## src/rtl/nibble_dac_reg.sv

```systemverilog
module nibble_dac_reg #(
  parameter int SYNC_STAGES = 2,
  parameter int NIB_W       = 4
) (
  input  logic                 clk,
  input  logic                 rst_n,
  input  logic                 cs_n,
  input  logic                 wr_n,
  input  logic                 ld_n,
  input  logic                 clr_n,
  input  logic [1:0]           addr,
  input  logic [2*NIB_W-1:0]   din,
  output logic [3*NIB_W-3:0]   code,
  output logic                 sub_err
);
  localparam int DW   = 2 * NIB_W;
  localparam int LW   = 3 * NIB_W;
  localparam int SW   = DW + 5;
  localparam int P_LD = DW + 2;
  localparam int P_WR = DW + 3;
  localparam int P_CS = DW + 4;
  localparam logic [SW-1:0] IDLE = {3'b111, {(SW-3){1'b0}}};

  logic [SW-1:0] pipe [SYNC_STAGES+1];
  logic [SW-1:0] sy, dl;
  logic [LW-1:0] inl, in_nxt, dac;
  logic          wr_fire, lo_en, mid_en, hi_en, ld_act, clr_all_n;
  logic [1:0]    a;
  logic [DW-1:0] d;

  always_ff @(posedge clk or negedge rst_n) begin
    if (!rst_n) begin
      for (int i = 0; i <= SYNC_STAGES; i++) pipe[i] <= IDLE;
    end else begin
      pipe[0] <= {cs_n, wr_n, ld_n, addr, din};
      for (int i = 1; i <= SYNC_STAGES; i++) pipe[i] <= pipe[i-1];
    end
  end

  assign sy      = pipe[SYNC_STAGES-1];
  assign dl      = pipe[SYNC_STAGES];
  assign a       = dl[DW+1:DW];
  assign d       = dl[DW-1:0];
  assign wr_fire = sy[P_WR] & ~dl[P_WR] & ~dl[P_CS];
  assign hi_en   = wr_fire & (a == 2'b11);
  assign lo_en   = wr_fire & ~a[0];
  assign mid_en  = wr_fire & ~a[1];
  assign ld_act  = ~dl[P_LD];

  assign in_nxt[NIB_W-1:0]    = lo_en  ? d[NIB_W-1:0]  : inl[NIB_W-1:0];
  assign in_nxt[DW-1:NIB_W]   = mid_en ? d[DW-1:NIB_W] : inl[DW-1:NIB_W];
  assign in_nxt[LW-1:DW]      = hi_en  ? d[NIB_W-1:0]  : inl[LW-1:DW];

  always_ff @(posedge clk or negedge rst_n) begin
    if (!rst_n) inl <= '0;
    else        inl <= in_nxt;
  end

  assign clr_all_n = rst_n & clr_n;

  always_ff @(posedge clk or negedge clr_all_n) begin
    if (!clr_all_n) begin
      dac     <= '0;
      sub_err <= 1'b0;
    end else begin
      if (ld_act) dac <= in_nxt;
      if (lo_en && (d[1:0] != 2'b00)) sub_err <= 1'b1;
    end
  end

  assign code = dac[LW-1:2];
endmodule


```

## config.mk

```make
export PLATFORM = sky130hd
export DESIGN_NAME = nibble_dac_reg
export DESIGN_NICKNAME = d
export VERILOG_FILES = /design/src/rtl/nibble_dac_reg.sv
export SDC_FILE = /design/constraint.sdc
export NUM_CORES = 1
export LEC_CHECK = 0
export BUFFER_PORTS_ARGS = -buffer_cell sky130_fd_sc_hd__buf_2
export CELL_PAD_IN_SITES_DETAIL_PLACEMENT = 0
export CELL_PAD_IN_SITES_GLOBAL_PLACEMENT = 1
export CORE_ASPECT_RATIO = 0.8
export CORE_MARGIN = 5
export CORE_UTILIZATION = 41
export CTS_CLUSTER_SIZE = 24
export DETAILED_ROUTE_END_ITERATION = 8
export GPL_ROUTABILITY_DRIVEN = 1
export PLACE_DENSITY = 0.81
export SYNTH_ARGS = -nofsm -noshare
export SYNTH_HDL_FRONTEND = slang
export SYNTH_SLANG_ARGS = --single-unit
```

## constraint.sdc

```tcl
create_clock -name clk -period 1.6 [get_ports clk]
set_input_delay 0.08 -clock clk [delete_from_list [all_inputs] [get_ports clk]]
set_output_delay 0.08 -clock clk [all_outputs]
set_load 0.02 [all_outputs]
```

==> summary.md, run 1 <==
### Critical path
* 3 — CP max FO
* 4 — depth of the worst register-to-register path
* 1.81 ns — required time at the endpoint of the critical path
* flop to flop — critical path class
* 1.81 ns — CP Data Arrival Time
* flop — category of the worst setup path capture point
* flop — Critical Path Start Type
* 0.008 ns — reg-to-reg slack, setup

### Placed design
* 26 — count of buffers from port buffering
* 1860 um — half-perimeter wire length of the detailed placement result
* 0.804 — Final Wtd Congestion
* 186 — cell total after placement

### Yosys
* 17.9 um^2 — mean instance size in the synthesized netlist
* 60 — number of storage elements in the synthesis netlist
* dfrtp_1 69%, dfstp_2 13%, mux2_2 7.3% — cell types with the largest area share after synthesis
* 0.821 — sequential cell area fraction in the yosys report
* 0.00184 mm^2 — cell area after synthesis
* 0.693 — top cell type's share of synthesized area
* 15 — number of distinct library cells after synthesis
* 119 — number of nets produced by synthesis
* 0 — number of warnings issued by yosys
* dfrtp_1 — post-synth top area cell
* 103 — gate count after technology mapping

### Clocking
* yes — TritonCTS clock tree
* 60 — # clock sinks
* 2 — CTS Buffer Depth
* 0.33 ns — clock latency reported for the late side of the worst-skew pair
* 3 — count of H-tree levels built during CTS
* 0.06 ns — clock slew at reported path FFs
* 9 — cts bufs inserted
* clkbuf_8 — clock root buffer master

### Final layout
* 174 — Net count, final
* 0.423 — fraction of final layout cells with drive strength greater than 1
* 34.2% — Layout Area Growth over Synthesis
* 323 — number of inserted filler cells in the final layout
* 0.581 — fraction of the core area covered by cells at the end of the flow
* 220 — number of cells in the finished layout apart from fillers
* 0 — Diodes inserted

### Global route
* 49 — largest net degree at the start of global routing
* 0.116 — total routing resource utilization after global routing
* 0 — initial antenna violation count
* 1078 — via count of the first global-routing pass
* 0.166 — met2 usage in global routing
* 5020 um — wire length of the first global-routing pass
* met2 — grt peak-use layer
* 0.133 — routing usage on met1
* 0 — Remaining Overflow, GRT
* 0.0752 — met3 usage in global routing

### Die
* 0.00426 mm^2 — Core Area
* 21 — std cell rows
* 27 — IO Count
* 0.00594 mm^2 — floorplan die area
* 69.9 um — Die Span Y
* 0.433 — initial core utilization
* 84.9 um — Die Width

### STA
* 0 — final hold vios
* 0 ns — Setup TNS
* 0.626 — max_slew headroom
* 0.995 — post-route fraction of the period consumed by the critical path
* yes — setup repair after global routing missed its margin
* 1.59 ns — Tmin final
* 0 — Max Transition Viols Final
* 0 — final setup violating endpoints
* 0.561 ns — Worst Tran Pin Value
* 628 MHz — Achievable Freq
* 0.00454 ns — Max Clock Skew

### Power
* 0.949 mV — Max VDD drop
* 1.15 nW — leakage power total
* 1440 mW/mm^2 — Cell Pwr Density

### Routing
* 962 — vias
* 0 — final routed DRC violation total
* 4 — DRT Pass-1 Iters
* 2850 um — Routed Wire Length
* 0 — antenna-violating nets left
* 16 — Initial DRC Count
* 4.37 — Via density
* 13.0 um — final routed wire length divided by cell count

### Status
* finished clean — status

### Hold path
* input pin to async pin — type of the most critical hold path

### Run
* 0 — Max-Cap Viols

area by class of cell:
type | instances | area (um^2) | share of cell area
Clock inverter | 3 | 42.5 | 0.0172
Clock buffer | 13 | 179 | 0.0724
Sequential cell | 60 | 1510 | 0.612
Tap cell | 57 | 71.3 | 0.0289
Multi-Input combinational cell | 41 | 352 | 0.142
Timing Repair Buffer | 45 | 310 | 0.126
Inverter | 1 | 3.75 | 0.00152
state kept, by name, indices dropped and copies added (netlist names):
signal,flops
dl,13
sy,13
pipe,13
sub_err,1
dac,10
inl,10
kinds of logic (layout without fill, tap and decap cells):
family,after synthesis,after routing,share of synthesized area
buffers and inverters,2,62,0.00407
AOI/OAI and AO/OA,9,9,0.0272
and+or+nand+nor,20,20,0.0741
muxes,12,12,0.0734
DFF,60,60,0.821
critical path: stages, from the launching register on:
cell,delay (ns)
dfstp_2,0.54
nor4b_4,0.21
buf_4,0.17
mux2_4,0.30
mux2_4,0.25
layout by cell type, fill, tap and decap left out, drive strengths merged:
cell type and instances:
dfrtp 51, inv 1, nand3 4, clkbuf 13
o21ai 5, nand2b 1, and2 2, or3b 1
mux2 12, dfstp 9, a31oi 4, clkinvlp 1
dlygate4sd3 15, nor4b 2, nor3b 1, buf 30
nand2 5, bufinv 1, nor2 4, clkinv 1
layer usage:
layer,vias up,share of wire
li1,460,-
met1,469,0.44
met3,6,0.075
met4,0,0.015
met2,27,0.47
met5,-,0
repair_timing:
action / in CTS / in global routing
setup endpoints to repair: 5 / 10
gates resized for setup: 0 / 12
endpoints found under the hold margin: 64 / 0
buffers inserted: 3 / 0
hold buffers: 15 / 0
synthesized netlist by cell type (all sizes together):
master / number
o21ai: 5
inv: 1
nand2b: 1
nor2: 4
nor4b: 2
nand2: 5
clkbuf: 1
nor3b: 1
dfstp: 9
mux2: 12
dfrtp: 51
or3b: 1
a31oi: 4
nand3: 4
and2: 2
stage by stage:
stage	worst slack [ns]	area [um^2]	hold slack, ns	power (mW)
3_5_place_dp	-0.104	2050	-0.109	2.12
6_report	0.00770	2470	0.0925	3.56
5_1_grt	-0.0572	2470	0.0901	3.75
2_1_floorplan	0.0533	1840	-0.216	1.97
4_1_cts	-0.00945	2440	0.0670	3.58
3_3_place_gp	-0.00419	2050	-0.112	2.10
path summary, 6_finish.rpt:
path / start / to
worst max-delay path: sy[11]$_DFF_PN1_ / dac[6]$_DFFE_PN0N_
worst min-delay path: rst_n / inl[10]$_DFF_PN0_
worst max register to register: sy[11]$_DFF_PN1_ / dac[6]$_DFFE_PN0N_
worst min register to register: pipe[29]$_DFF_PN0_ / sy[3]$_DFF_PN0_
max in group asynchronous: rst_n / inl[9]$_DFF_PN0_
min in group clk: pipe[29]$_DFF_PN0_ / sy[3]$_DFF_PN0_
where the power goes:
| part | switching, mW | leakage [nW] | internal (mW) |
|---|---|---|---|
| sequential | 0.0710 | 0.703 | 1.69 |
| clock | 0.529 | 0.112 | 0.886 |
| combinational | 0.198 | 0.335 | 0.191 |
(Power assumes the default switching activity.)
==> run 2: changes to the inputs <==
--- a/config.mk
+++ b/config.mk
@@ -15,6 +15,7 @@
 export DETAILED_ROUTE_END_ITERATION = 8
 export GPL_ROUTABILITY_DRIVEN = 1
 export PLACE_DENSITY = 0.81
+export RECOVER_POWER = 100
 export SYNTH_ARGS = -nofsm -noshare
 export SYNTH_HDL_FRONTEND = slang
 export SYNTH_SLANG_ARGS = --single-unit
==> summary.md, run 2 (synthesis results as in run 1) <==
### Status
* finished clean — status

### STA
* yes — setup repair after global routing missed its margin
* 0.340 — max_slew headroom, -0.286
* 0.00628 ns — Max Clock Skew, +0.00174 ns
* 628 MHz — Achievable Freq, about the same
* 0.116 ns — worst hold margin, +0.0238 ns
* 0 — final hold vios, unchanged
* 0 — final setup violating endpoints, unchanged
* 0 — Max Transition Viols Final, unchanged
* 1.59 ns — Tmin final, -0.000797 ns
* 0.989 ns — Worst Tran Pin Value, +0.429 ns
* 0.995 — post-route fraction of the period consumed by the critical path, about the same

### Critical path
* 4 — depth of the worst register-to-register path, unchanged
* sy[11]$_DFF_PN1_ — launching instance or port of the critical path
* multiplexers — Crit path max-delay family
* dac[7]$_DFFE_PN0N_ — r2r endpoint
* 1.81 ns — CP Data Arrival Time, about the same
* 1 — buffers and inverters on the worst path, unchanged
* 0.54 ns — Worst path max stage delay, about the same
* dfstp_2 — Critical Path Slowest Stage Cell
* nor4b_4 > buf_4 > mux2_4 > mux2_4 — ordered list of cells on the worst path
* dac[7]$_DFFE_PN0N_ — worst setup path endpoint
* 4 — number of logic stages on the critical path including buffering, unchanged
* flop — category of the worst setup path capture point
* 1.82 ns — required time at the endpoint of the critical path, about the same
* flop to flop — critical path class
* 0.008 ns — reg-to-reg slack, setup, about the same
* mux2_4 — CP dominant cell by count
* 3 — CP max FO, unchanged
* flop — Critical Path Start Type
* sy[11]$_DFF_PN1_ — Reg-to-Reg Start

### Global route
* 0 — initial antenna violation count, unchanged
* 0.116 — total routing resource utilization after global routing, unchanged
* 5020 um — wire length of the first global-routing pass, unchanged
* 49 — largest net degree at the start of global routing, unchanged
* met2 — grt peak-use layer
* 0 — Remaining Overflow, GRT, unchanged
* 0.166 — met2 usage in global routing, unchanged
* 0.0752 — met3 usage in global routing, unchanged
* 0.133 — routing usage on met1, unchanged
* 1078 — via count of the first global-routing pass, unchanged

### Power
* 0.102 — share of power burned in combinational logic, -0.007
* 0.227 — switching share of total power, +0.00312
* 0.497 — sequential share of power, +0.003
* 0.942 mV — Max VDD drop, -0.70%
* 3.54 mW — Total Power Consumption, -0.59%
* 2.74 mW — cell-internal power, -0.99%
* 1450 mW/mm^2 — Cell Pwr Density, +0.43%
* 1.11 nW — leakage power total, -3.5%
* 0.805 mW — Net Sw Power, +0.80%
* 0.400 — clock power share, +0.003

### Clocking
* 60 — # clock sinks, unchanged
* 3 — count of H-tree levels built during CTS, unchanged
* clkbuf_8 — clock root buffer master
* 2 — CTS Buffer Depth, unchanged
* 0.33 ns — clock latency reported for the late side of the worst-skew pair, about the same
* yes — TritonCTS clock tree
* 9 — cts bufs inserted, unchanged
* 0.06 ns — clock slew at reported path FFs, about the same

### Final layout
* 0.337 — fraction of final layout cells with drive strength greater than 1, -0.0859
* dfrtp_1 — most common cell after layout, fill and taps aside
* 0 — Diodes inserted, unchanged
* 0.00245 mm^2 — design area, -1.0%
* 51 x dfrtp_1, 15 x dlygate4sd3_1, 15 x buf_2 — top library cells by usage in the layout, fill and taps aside
* 174 — Net count, final, unchanged
* 32.8% — Layout Area Growth over Synthesis

### Die
* 84.9 um — Die Width, unchanged
* 0.433 — initial core utilization, unchanged
* 27 — IO Count, unchanged
* 0.00426 mm^2 — Core Area, unchanged
* 69.9 um — Die Span Y, unchanged
* 21 — std cell rows, unchanged
* 0.00594 mm^2 — floorplan die area, unchanged

### Routing
* 0 — final routed DRC violation total, unchanged
* 2880 um — Routed Wire Length, +0.74%
* 13.1 um — final routed wire length divided by cell count, +0.74%
* 4 — DRT Pass-1 Iters, unchanged
* 19 — Initial DRC Count, +3
* 0 — antenna-violating nets left, unchanged
* 4.43 — Via density, +1.2%
* 974 — vias, +1.2%

### Placed design
* 1860 um — half-perimeter wire length of the detailed placement result, unchanged
* 26 — count of buffers from port buffering, unchanged
* 0.00205 mm^2 — dpl cell area, unchanged
* 0.804 — Final Wtd Congestion, unchanged

### Run
* 0 — Max-Cap Viols, unchanged

### Hold path
* input pin to async pin — type of the most critical hold path

-- run 2: through the flow --
step / TNS (ns) / setup slack [ns] / cells / util
4_1_cts: -0.0301 / -0.00945 / 220 / 0.573
5_1_grt: -0.475 / -0.0572 / 220 / 0.575
3_3_place_gp: -0.00999 / -0.00419 / 186 / 0.481
6_report: 0 / 0.00849 / 220 / 0.575
3_5_place_dp: -0.392 / -0.104 / 186 / 0.481
2_1_floorplan: 0 / 0.0533 / 103 / -
-- run 2: layer usage --
metal  vias to the layer above  wire length (um)
li1                        465                 -
met1                       473              1290
met2                        28              1340
met3                         8               213
met4                         0                39
met5                         -                 0
-- run 2: layout make-up --
cell class                 instances  area (um^2)
inverter                           1         3.75
sequential                        60         1510
fill                             334         1810
clock buffer                      13          179
clock inverter                     3         42.5
timing repair buffer              45          293
tap                               57         71.3
multi-input combinational         41          344
-- run 2: power by group through the flow --
| stage | sequential, mW | clock (mW) | combinational, mW |
|---|---|---|---|
| detailed placement | 1.78 | 0 | 0.332 |
| finish | 1.76 | 1.42 | 0.362 |
| floorplan | 1.84 | 0 | 0.128 |
| global placement | 1.78 | 0 | 0.323 |
| CTS | 1.76 | 1.46 | 0.364 |
| global route | 1.78 | 1.54 | 0.399 |
-- run 2: how the worst min path moves through the flow --
stage          slack, ns           endpoint  startpoint  cells past startpoint
4_1_cts             0.07  inl[10]$_DFF_PN0_       rst_n                      2
2_1_floorplan      -0.22    dl[0]$_DFF_PN0_       rst_n                      0
3_3_place_gp       -0.11  inl[10]$_DFF_PN0_       rst_n                      1
3_5_place_dp       -0.11  inl[10]$_DFF_PN0_       rst_n                      1
6_report            0.12  inl[10]$_DFF_PN0_       rst_n                      2
5_1_grt             0.12  inl[10]$_DFF_PN0_       rst_n                      2
-- run 2: worst register-to-register path: cells and delay by family, from the launching register on --
kind | cells | cell delay [ns]
muxes | 2 | 0.56
DFF | 1 | 0.54
and+or+nand+nor | 1 | 0.21
buffers and inverters | 1 | 0.17
-- run 2: what timing repair did --
item                                   4_1_cts  5_1_grt
cloned                                       0        0
setup endpoints to repair                    5       10
buffers inserted                             3        0
gates resized for setup                      0       12
endpoints found under the hold margin       64        0
hold buffers                                15        0
==> run 3: changes to the inputs <==
--- a/config.mk
+++ b/config.mk
@@ -14,6 +14,7 @@
 export CTS_CLUSTER_SIZE = 24
 export DETAILED_ROUTE_END_ITERATION = 8
 export GPL_ROUTABILITY_DRIVEN = 1
+export MAX_ROUTING_LAYER = met4
 export PLACE_DENSITY = 0.81
 export RECOVER_POWER = 100
 export SYNTH_ARGS = -nofsm -noshare
==> summary.md, run 3 (synthesis results as in run 1) <==
### Status
* finished clean — status

### Final layout
* dfrtp_1 — most common cell after layout, fill and taps aside
* 0 — Diodes inserted, unchanged
* 0.575 — fraction of the core area covered by cells at the end of the flow, unchanged
* 51 x dfrtp_1, 15 x dlygate4sd3_1, 15 x buf_2 — top library cells by usage in the layout, fill and taps aside
* 32.8% — Layout Area Growth over Synthesis, unchanged
* 0.337 — fraction of final layout cells with drive strength greater than 1, unchanged
* 174 — Net count, final, unchanged

### Critical path
* sy[11]$_DFF_PN1_ — Reg-to-Reg Start
* flop to flop — critical path class
* 1.81 ns — CP Data Arrival Time, about the same
* flop — Critical Path Start Type
* 1.82 ns — required time at the endpoint of the critical path, about the same
* dac[4]$_DFFE_PN0N_ — r2r endpoint
* flop — category of the worst setup path capture point
* 0.005 ns — reg-to-reg slack, setup, about the same
* 3 — CP max FO, unchanged
* 4 — depth of the worst register-to-register path, unchanged

### Hold path
* input pin to async pin — type of the most critical hold path

### Global route
* 0 — initial antenna violation count, unchanged
* 5010 um — wire length of the first global-routing pass, -0.14%
* 49 — largest net degree at the start of global routing, unchanged
* 0 — Remaining Overflow, GRT, unchanged
* 1079 — via count of the first global-routing pass, +0.093%
* 0.119 — total routing resource utilization after global routing, +0.00254

### Clocking
* clkbuf_8 — clock root buffer master
* 3 — count of H-tree levels built during CTS, unchanged
* 60 — # clock sinks, unchanged
* 9 — cts bufs inserted, unchanged
* yes — TritonCTS clock tree
* 2 — CTS Buffer Depth, unchanged
* 0.33 ns — clock latency reported for the late side of the worst-skew pair, about the same
* 0.06 ns — clock slew at reported path FFs, about the same

### STA
* 0 — Max Transition Viols Final, unchanged
* 0.990 ns — Worst Tran Pin Value, +0.000950 ns
* 0.340 — max_slew headroom, -0.000633
* 0.00510 ns — final worst setup slack, -0.00339 ns
* 1.59 ns — Tmin final, +0.00339 ns
* 0.997 — post-route fraction of the period consumed by the critical path, +0.00212
* 0 — final setup violating endpoints, unchanged
* 0.00315 ns — Max Clock Skew, -0.00314 ns
* yes — setup repair after global routing missed its margin
* 0 — final hold vios, unchanged
* 627 MHz — Achievable Freq, -0.21%

### Placed design
* 1860 um — half-perimeter wire length of the detailed placement result, unchanged
* -0.104 ns — worst slack after detailed placement, unchanged
* 26 — count of buffers from port buffering, unchanged
* 0.816 — Final Wtd Congestion, +1.5%

### Routing
* 3 — DRT Pass-1 Iters, -1
* 17 — Initial DRC Count, -2
* 2860 um — Routed Wire Length, -0.38%
* 983 — vias, +0.92%
* 0 — final routed DRC violation total, unchanged
* 0 — antenna-violating nets left, unchanged
* 13.0 um — final routed wire length divided by cell count, -0.38%
* 4.47 — Via density, +0.92%

### Power
* 1450 mW/mm^2 — Cell Pwr Density, about the same
* 1.11 nW — leakage power total, unchanged
* 0.947 mV — Max VDD drop, +0.56%
* 3.54 mW — Total Power Consumption, about the same

### Run
* 0 — Max-Cap Viols, unchanged

### Die
* 0.433 — initial core utilization, unchanged
* 69.9 um — Die Span Y, unchanged
* 84.9 um — Die Width, unchanged
* 21 — std cell rows, unchanged
* 0.00594 mm^2 — floorplan die area, unchanged
* 0.00426 mm^2 — Core Area, unchanged
* 27 — IO Count, unchanged

-- run 3: repair_timing --
| item | in CTS | in global routing |
|---|---|---|
| pin swaps | 0 | 0 |
| setup endpoints to repair | 5 | 10 |
| setup buffers | 3 | 0 |
| gates resized for setup | 0 | 12 |
| endpoints found under the hold margin | 64 | 0 |
| hold buffers | 15 | 0 |
-- run 3: power by group --
group          total [mW]  switching (mW)  internal [mW]
combinational       0.361           0.198          0.163
sequential           1.76          0.0725           1.69
clock                1.42           0.536          0.885
total                3.54           0.806           2.74
-- run 3: per-layer routing --
metal / vias to the layer above / wire, um / global-route usage
li1: 462 / - / -
met1: 481 / 1230 / 0.133
met2: 30 / 1360 / 0.166
met3: 10 / 221 / 0.0787
met4: 0 / 55 / 0.0527
met5: - / 0 / -
-- run 3: worst max-delay path: stages (launching register included) --
cell and delay, ns:
dfstp_2 0.54, nor4b_4 0.21, buf_4 0.17, mux2_4 0.30, mux2_2 0.26
-- run 3: worst max-delay path by stage --
stage / start / slack, ns / cells past startpoint / endpoint
CTS: sy[11]$_DFF_PN1_ / -0.009 / 4 / dac[6]$_DFFE_PN0N_
global placement: sy[11]$_DFF_PN1_ / -0.004 / 3 / dac[6]$_DFFE_PN0N_
floorplan: sy[11]$_DFF_PN1_ / 0.05 / 3 / dac[6]$_DFFE_PN0N_
global route: sy[11]$_DFF_PN1_ / -0.06 / 4 / dac[7]$_DFFE_PN0N_
finish: sy[11]$_DFF_PN1_ / 0.005 / 4 / dac[4]$_DFFE_PN0N_
detailed placement: sy[11]$_DFF_PN1_ / -0.10 / 3 / dac[5]$_DFFE_PN0N_
-- run 3: final cells by class --
| type | count | area, um^2 |
|---|---|---|
| Fill cell | 334 | 1810 |
| Timing Repair Buffer | 45 | 293 |
| Inverter | 1 | 3.75 |
| Multi-Input combinational cell | 41 | 344 |
| Clock inverter | 3 | 42.5 |
| Tap cell | 57 | 71.3 |
| Sequential cell | 60 | 1510 |
| Clock buffer | 13 | 179 |
-- run 3: through the flow --
stage	TNS, ns	instances	hold WS [ns]	area [um^2]
2_1_floorplan	0	103	-0.216	1840
3_3_place_gp	-0.00999	186	-0.112	2050
3_5_place_dp	-0.392	186	-0.109	2050
4_1_cts	-0.0301	220	0.0670	2440
5_1_grt	-0.511	220	0.121	2450
6_report	0	220	0.119	2450
